**src/rtl/cbc_pkg.sv**
```systemverilog
package cbc_pkg;
    // Word addresses seen on the register bus
    localparam int unsigned ADDR_W = 2;
    localparam logic [ADDR_W-1:0] OFS_COUNT  = 2'd0;
    localparam logic [ADDR_W-1:0] OFS_STATUS = 2'd1;
    // Bit of the status word that holds the completion flag
    localparam int unsigned DONE_BIT = 0;
endpackage

```
**src/rtl/cbc_regif.sv**
```systemverilog
// Register decode: turns bus writes into start/clear requests and muxes reads.
module cbc_regif
    import cbc_pkg::*;
#(
    parameter int unsigned DATA_W = 32,
    parameter int unsigned CNT_W  = 16
) (
    input  logic              wr,
    input  logic [ADDR_W-1:0] addr,
    input  logic [DATA_W-1:0] wdata,
    input  logic [CNT_W-1:0]  rem_cnt,
    input  logic              done_flag,
    output logic              start_req,
    output logic [CNT_W-1:0]  start_cnt,
    output logic              clr_req,
    output logic [DATA_W-1:0] rdata
);
    localparam int unsigned PAD_W = DATA_W - CNT_W;

    always_comb begin
        start_req = wr && (addr == OFS_COUNT);
        start_cnt = wdata[CNT_W-1:0];
        clr_req   = wr && (addr == OFS_STATUS) && wdata[DONE_BIT];
    end

    always_comb begin
        rdata = '0;
        case (addr)
            OFS_COUNT:  rdata = {{PAD_W{1'b0}}, rem_cnt};
            OFS_STATUS: rdata[DONE_BIT] = done_flag;
            default:    rdata = '0;
        endcase
    end
endmodule

```
**src/rtl/cbc_engine.sv**
```systemverilog
// Burst engine: counts pulses down, one high and one low cycle per pulse.
module cbc_engine #(
    parameter int unsigned CNT_W = 16
) (
    input  logic             clk,
    input  logic             rst_n,
    input  logic             start_req,
    input  logic [CNT_W-1:0] start_cnt,
    output logic [CNT_W-1:0] rem_cnt,
    output logic             pulse,
    output logic             finish
);
    typedef struct packed {
        logic [CNT_W-1:0] rem;
        logic             hi;
        logic             busy;
    } eng_t;

    eng_t st_d, st_q;

    always_comb begin
        st_d   = st_q;
        finish = 1'b0;
        if (st_q.busy) begin
            if (st_q.hi) begin
                st_d.hi  = 1'b0;
                st_d.rem = st_q.rem - CNT_W'(1);
            end else if (st_q.rem == '0) begin
                st_d.busy = 1'b0;
                finish    = 1'b1;
            end else begin
                st_d.hi = 1'b1;
            end
        end
        if (start_req) begin
            st_d.rem  = start_cnt;
            st_d.hi   = (start_cnt != '0);
            st_d.busy = 1'b1;
        end
    end

    always_ff @(posedge clk or negedge rst_n) begin
        if (!rst_n) st_q <= '0;
        else        st_q <= st_d;
    end

    assign rem_cnt = st_q.rem;
    assign pulse   = st_q.hi;

    p_high_then_low_r1: assert property (@(posedge clk) disable iff (!rst_n)
        pulse && !start_req |=> !pulse);
    p_idle_quiet_r1: assert property (@(posedge clk) disable iff (!rst_n)
        !st_q.busy |-> !pulse);
    p_rem_step_r7: assert property (@(posedge clk) disable iff (!rst_n)
        pulse && !start_req |=> rem_cnt == $past(rem_cnt) - CNT_W'(1));
    p_zero_finish_r5: assert property (@(posedge clk) disable iff (!rst_n)
        start_req && start_cnt == '0 |=> finish && !pulse);
endmodule

```
**src/rtl/cbc_done.sv**
```systemverilog
// Sticky completion flag with write-one-to-clear.
module cbc_done (
    input  logic clk,
    input  logic rst_n,
    input  logic start_req,
    input  logic finish,
    input  logic clr_req,
    output logic done
);
    typedef struct packed {
        logic flag;
    } done_t;

    done_t dn_d, dn_q;

    always_comb begin
        dn_d = dn_q;
        if (clr_req)   dn_d.flag = 1'b0;
        if (finish)    dn_d.flag = 1'b1;
        if (start_req) dn_d.flag = 1'b0;
    end

    always_ff @(posedge clk or negedge rst_n) begin
        if (!rst_n) dn_q <= '0;
        else        dn_q <= dn_d;
    end

    assign done = dn_q.flag;

    p_sticky_r3: assert property (@(posedge clk) disable iff (!rst_n)
        done && !clr_req && !start_req |=> done);
    p_w1c_r4: assert property (@(posedge clk) disable iff (!rst_n)
        clr_req && !finish && !start_req |=> !done);
    p_restart_clears_r6: assert property (@(posedge clk) disable iff (!rst_n)
        start_req |=> !done);
    p_set_wins_r8: assert property (@(posedge clk) disable iff (!rst_n)
        finish && !start_req |=> done);
endmodule

```
**src/rtl/cfg_clk_burst.sv**
```systemverilog
module cfg_clk_burst
    import cbc_pkg::*;
#(
    parameter int unsigned DATA_W = 32,
    parameter int unsigned CNT_W  = 16
) (
    input  logic              clk,
    input  logic              rst_n,
    input  logic              bus_wr,
    input  logic [1:0]        bus_addr,
    input  logic [DATA_W-1:0] bus_wdata,
    output logic [DATA_W-1:0] bus_rdata,
    output logic              pulse_o,
    output logic              done_o
);
    logic             start_req;
    logic [CNT_W-1:0] start_cnt;
    logic             clr_req;
    logic [CNT_W-1:0] rem_cnt;
    logic             finish;

    cbc_regif #(.DATA_W(DATA_W), .CNT_W(CNT_W)) u_regif (
        .wr        (bus_wr),
        .addr      (bus_addr),
        .wdata     (bus_wdata),
        .rem_cnt   (rem_cnt),
        .done_flag (done_o),
        .start_req (start_req),
        .start_cnt (start_cnt),
        .clr_req   (clr_req),
        .rdata     (bus_rdata)
    );

    cbc_engine #(.CNT_W(CNT_W)) u_engine (
        .clk       (clk),
        .rst_n     (rst_n),
        .start_req (start_req),
        .start_cnt (start_cnt),
        .rem_cnt   (rem_cnt),
        .pulse     (pulse_o),
        .finish    (finish)
    );

    cbc_done u_done (
        .clk       (clk),
        .rst_n     (rst_n),
        .start_req (start_req),
        .finish    (finish),
        .clr_req   (clr_req),
        .done      (done_o)
    );

    // unused offsets neither start a burst nor clear the flag
    p_unused_quiet_r10: assert property (@(posedge clk) disable iff (!rst_n)
        bus_wr && bus_addr[1] |-> !start_req && !clr_req);
endmodule

```
**config.mk**
```make
export PLATFORM = sky130hd
export DESIGN_NAME = cfg_clk_burst
export DESIGN_NICKNAME = d
export VERILOG_FILES = /design/src/rtl/cbc_pkg.sv /design/src/rtl/cbc_regif.sv /design/src/rtl/cbc_engine.sv /design/src/rtl/cbc_done.sv /design/src/rtl/cfg_clk_burst.sv
export SDC_FILE = /design/constraint.sdc
export NUM_CORES = 1
export LEC_CHECK = 0
export BUFFER_PORTS_ARGS = -buffer_cell sky130_fd_sc_hd__buf_2
export CAP_MARGIN = 20
export CORE_AREA = 10 10 70 72
export CTS_CLUSTER_SIZE = 14
export DETAILED_ROUTE_END_ITERATION = 10
export DIE_AREA = 0 0 80 82
export PLACE_DENSITY = 0.78
export SYNTH_ARGS = -nofsm -noshare
export SYNTH_HDL_FRONTEND = slang
export SYNTH_SLANG_ARGS = --single-unit
```
**constraint.sdc**
```tcl
create_clock -name clk -period 3.3 [get_ports clk]
set_input_delay 0 -clock clk [delete_from_list [all_inputs] [get_ports clk]]
set_output_delay 0 -clock clk [all_outputs]
set_load 0.01 [all_outputs]
```
**After elaboration in Yosys (flattened, before gate mapping)**

Cells that the tools add are included.
W data, S select, Z words.

- Bits in registers: 19
- Latch bits: 0
- Bits in writable memories: 0
- ROM bits: 0
- Input port bits: 37
- Logic and storage cells: 30
- Memories kept: 0

- Add/sub/neg operators: 1
- $mul: 0
- Div/mod/pow operators: 0
- Magnitude comparators: 0
- Equality and inequality tests: 1
- Shift operators: 0
- Multiplexer cells: 14
- Bitwise operators: 0
- Reduce and logical (&&, ||, !) cells: 10

Operators with widths:

| kind | count |
|---|---|
| $mux W18 | 2 |
| $logic_not A16 Y1 | 1 |
| $mux W16 | 1 |
| $reduce_bool A16 Y1 | 1 |
| $sub A16 B1 Y16 const B | 1 |
| $mux W15 | 1 |
| $mux W1 | 9 |
| $reduce_bool A2 Y1 | 2 |
| $logic_and A1 B1 Y1 | 3 |
| $reduce_bool A3 Y1 | 1 |
| $eq A2 B1 Y1 const B | 1 |
| $logic_not A2 Y1 | 1 |
| $pmux W1 S2 | 1 |
| $reduce_and A2 Y1 | 1 |

**Longest topological paths before layout**

- Word-level depth: 6
- Mapped depth: 6
- Mapped depth without buffers: 6

**Hierarchy**

Synthesis repeated with hierarchy kept, for this count alone.

- Cells, all modules: 199
- Area total of the unflattened synthesis: 1,647.8 um^2

By module, submodules not included:

| module | instances | cells an instance | area an instance (um^2) |
|---|---|---|---|
| cbc_engine | 1 | 141 | 1,187.4 |
| cbc_regif | 1 | 54 | 416.6 |
| cbc_done | 1 | 4 | 43.8 |

**Worst setup path after synthesis**

No wires, ideal clock.

- Kind: flip-flop to flip-flop
- From: register u_engine.st_q, in the netlist u_engine.rem_cnt[4]
- To: register u_engine.st_q, in the netlist u_engine.rem_cnt[15]
- Setup time: 0.120 ns
- Arrival: 1.788 ns
- Data required time: 3.180 ns
- Setup slack: 1.392 ns
- Cell stages (with the launch flop): 5
- Buffers on the path: 0
- Clock period less this slack: 1.908 ns
- Cells stage by stage: dfrtp_1 -> or3_4 -> or3_4 -> or4_1 -> a31o_1

- Word-level cells in the longest chain between the ends: 4

Ends and longest elaborated chain:

| item | RTL line | RTL |
|---|---|---|
| from (decl) | cbc_engine.sv:19 | `eng_t st_d, st_q;` |
| from (signal assigned) | cbc_engine.sv:44 | `else st_q <= st_d;` |
| $sub A16 B1 Y16 | cbc_engine.sv:27 | `st_d.rem = st_q.rem - CNT_W'(1);` |
| $mux W16 | cbc_engine.sv:25 | `if (st_q.hi) begin` |
| $mux W18 | cbc_engine.sv:24 | `if (st_q.busy) begin` |
| $mux W18 | cbc_engine.sv:35 | `if (start_req) begin` |

No other way between the ends. The select of a mux whose other input is x is not followed.
A chain may end at the register's enable or synchronous reset.

**Worst setup path in the final report**

Ends and elaborated chain as after synthesis.

==> qor.csv <==
stage,metric,value,unit
pwr,clock share of power,13.3,%
synthesis,Synth Instances,156,
min_path,worst hold-check path type,in -> reg,
clocking,clock-pin slew on the worst setup and hold paths,0.11,ns
pwr,Pleak,0.749,nW
routing,metal2 WL,1.58,mm
routing,Detailed Routing Iterations Pass 1,5,
floorplanning,Rows,22,
pwr,Combinational Power Share,39.5,%
synthesis,synthesized cell area,1350,sq um
clocking,Max Root-Sink Buffers,2,
sta,Setup TNS,0,ns
layout,share of layout cells above drive strength 1,24.3,%
sta,"Hold Violations, Final",0,
global_route,overflow left after global routing,0,
floorplanning,initial core utilization,37.6,%
layout,# diodes,0,
pwr,P_sw,0.000356,W
worst_setup_path,WS Path Type,reg -> reg,
worst_setup_path,"Max FO, Critical Path",7,
pwr,Final Power,0.000888,W
clocking,CTS root buf,clkbuf_4,
sta,max-slew violation count,0,
synthesis,Synth cell types,39,
sta,final worst path period share,60.4,%
floorplanning,die footprint,6560,sq um
clocking,CTS tree,done,
routing,DR vias,1236,
global_route,number of global-route vias before repair,1221,
global_route,first-pass GRT wire length,5.90,mm
synthesis,syn avg cell area,8.63,sq um
routing,uppermost layer routed,met4,
sta,Fmax,502,MHz
sta,RSZ-0062 raised after global routing,false,
synthesis,#FFs+latches synth,19,
sta,Setup-failing EPs final,0,
sta,Final Critical Period,1.99,ns
synthesis,share of the yosys chip area belonging to registers,35.3,%
routing,metal1 wirelength,1.62,mm
clocking,Num CTS Buffers,3,
layout,synthesis-to-finish area growth,27.6,%
sta,Max Clock Skew,0.0112,ns
routing,drt drc,0,
pwr,P_int,0.000532,W
pwr,Sw Ratio,40.1,%
worst_setup_path,worst endpoint data arrival time,2.20,ns
pwr,pwr dens,517,nW/um^2
pwr,sequential share of power,47.2,%
run_status,status,"complete, no violations",
placed_design,post-DP HPWL,2.72,mm
synthesis,warnings from Yosys,0,
pwr,Max VDD drop,0.329,mV
layout,filler instances,358,
floorplanning,Die W,80,um
routing,WL met3,306,um
sta,slew margin rel.,47.9,%
worst_setup_path,critical path capture point type,register,
clocking,H-tree depth,1,
routing,post-route ant nets,0,
placed_design,GPL Wtd Cong,0.812,
worst_setup_path,Startpoint Class,register,
placed_design,PortBufs,38,
floorplanning,Ports,71,
routing,vias per cell,4.79,
clocking,worst-skew pair later-pin latency,0.31,ns
clocking,PostCTS Resize Cnt,0,
layout,layout net count,249,
sta,Worst-Margin Slew,0.779,ns
worst_setup_path,Critical Path RT,3.51,ns
routing,DRT Wirelength,3.55,mm
routing,DRT iter0 DRCs,61,
global_route,gr usage total,11.2,%
job,Max-Cap Viols,0,
floorplanning,Die H,82,um
global_route,antenna violations before repair,0,
floorplanning,core area,3580,sq um
clocking,CTS sink count,19,
routing,DR WL/cell,13.8,um
global_route,largest net degree at the start of global routing,25,
area by class of cell:
type / count / area [sq um] / area share [%]
Multi-Input combinational cell: 130 / 790 / 46.0
Sequential cell: 19 / 475 / 27.7
Timing Repair Buffer: 55 / 358 / 20.8
Tap cell: 48 / 60.1 / 3.50
Clock buffer: 3 / 22.5 / 1.31
Inverter: 2 / 7.51 / 0.437
Clock inverter: 1 / 5.00 / 0.291
power groups by stage:
stage               logic, W  clock network [W]  registers [W]
floorplan           0.000264                  0       0.000395
global placement    0.000326                  0       0.000418
detailed placement  0.000338                  0       0.000423
CTS                 0.000355           0.000124       0.000419
global route        0.000401           0.000136       0.000433
finish              0.000351           0.000118       0.000419
registers in the layout, summed over array words and instances (netlist names):
register / count
u_engine.rem_cnt: 16
u_engine.pulse: 1
u_done.done: 1
u_engine.st_q: 1
path summary, 6_finish.rpt:
kind / cells after the start / slack, ns / endpoint / start
worst min-delay path: 4 / 0.04 / u_engine.rem_cnt[15] / bus_wdata[15]
worst min register to register: 1 / 0.55 / u_engine.rem_cnt[15] / u_engine.rem_cnt[15]
max in group asynchronous: 2 / 2.84 / u_done.done / rst_n
worst max register to register: 4 / 1.31 / u_engine.rem_cnt[15] / u_engine.rem_cnt[4]
min in group asynchronous: 2 / 0.15 / u_engine.rem_cnt[9] / rst_n
worst max-delay path: 4 / 1.31 / u_engine.rem_cnt[15] / u_engine.rem_cnt[4]
critical path, cell delays in order (launching register included):
cell	delay [ns]
dfrtp_1	0.44
or3_4	0.41
or3_4	0.41
or4_1	0.41
a31o_1	0.23
per-stage QoR:
stage,instances,hold slack [ns],cell area [sq um],utilization [%],setup slack (ns)
2_1_floorplan,171,-0.296,1400,-,1.39
3_3_place_gp,238,-0.0472,1530,42.8,1.32
3_5_place_dp,238,-0.0431,1530,42.8,1.32
4_1_cts,258,0.0260,1720,48.0,1.31
5_1_grt,258,0.0512,1720,48.0,1.26
6_report,258,0.0363,1720,48.0,1.31
layout by cell type, fill, tap and decap left out, types with 2 or more instances in the layout:
| cell type | synthesis | routed |
|---|---|---|
| nor4_1 | 6 | 6 |
| nor3_1 | 4 | 4 |
| xnor2_1 | 5 | 5 |
| clkbuf_4 | 0 | 3 |
| nor2_1 | 11 | 11 |
| xor2_1 | 4 | 4 |
| or3_4 | 2 | 2 |
| o31ai_1 | 2 | 2 |
| buf_2 | 0 | 38 |
| conb_1 | 1 | 16 |
| or4_1 | 3 | 3 |
| or3_2 | 2 | 2 |
| and2_1 | 13 | 13 |
| dfrtp_1 | 19 | 19 |
| nand2b_1 | 2 | 2 |
| nand2_1 | 17 | 17 |
| o21ai_0 | 15 | 15 |
| inv_1 | 2 | 2 |
| nand3_1 | 3 | 3 |
| nand3b_1 | 2 | 2 |
| a31oi_1 | 5 | 5 |
| dlygate4sd3_1 | 0 | 16 |
kinds of logic after synthesis:
group           count (synthesis)  share of synthesized area [%]
compound gates                 29                           13.0
buf+inv                        22                           10.6
other cells                     1                          0.279
mux                             1                          0.744
flops                          19                           35.3
xor+xnor                        9                           5.85
fa+ha+maj                       1                          0.929
simple gates                   74                           33.3
Yosys cell counts:
cell type / instances / area (sq um)
dfrtp_1: 19 / 475
nand2_1: 17 / 63.8
buf_4: 16 / 120
o21ai_0: 15 / 75.1
and2_1: 13 / 81.3
nor2_1: 11 / 41.3
nor4_1: 6 / 37.5
a31oi_1: 5 / 31.3
xnor2_1: 5 / 43.8
clkbuf_1: 4 / 15.0
nor3_1: 4 / 20.0
xor2_1: 4 / 35.0
nand3_1: 3 / 15.0
or4_1: 3 / 22.5
inv_1: 2 / 7.51
nand2b_1: 2 / 12.5
nand3b_1: 2 / 15.0
o31ai_1: 2 / 15.0
or3_2: 2 / 15.0
or3_4: 2 / 22.5
a21o_1: 1 / 7.51
a21oi_1: 1 / 5.00
a31o_1: 1 / 8.76
and2_2: 1 / 7.51
and4b_1: 1 / 10.0
conb_1: 1 / 3.75
ha_1: 1 / 12.5
mux2i_1: 1 / 10.0
nand4_1: 1 / 6.26
nand4b_1: 1 / 8.76
nand4bb_4: 1 / 27.5
nor2b_1: 1 / 6.26
nor3b_1: 1 / 7.51
nor4_4: 1 / 21.3
o22a_1: 1 / 8.76
o22ai_1: 1 / 6.26
o31a_1: 1 / 8.76
o41ai_1: 1 / 8.76
or3_1: 1 / 6.26
per-layer routing:
layer | GRT usage, % | up-vias
met2 | 18.5 | 44
met1 | 13.4 | 556
li1 | - | 630
met3 | 3.93 | 6
met4 | 3.17 | 0
met5 | 0 | -
what timing repair did:
action / 4_1_cts / 5_1_grt
buffers inserted: 0 / 0
endpoints found under the hold margin: 34 / 0
hold buffers: 16 / 0
Note: power is estimated with default switching activity, not from simulation.
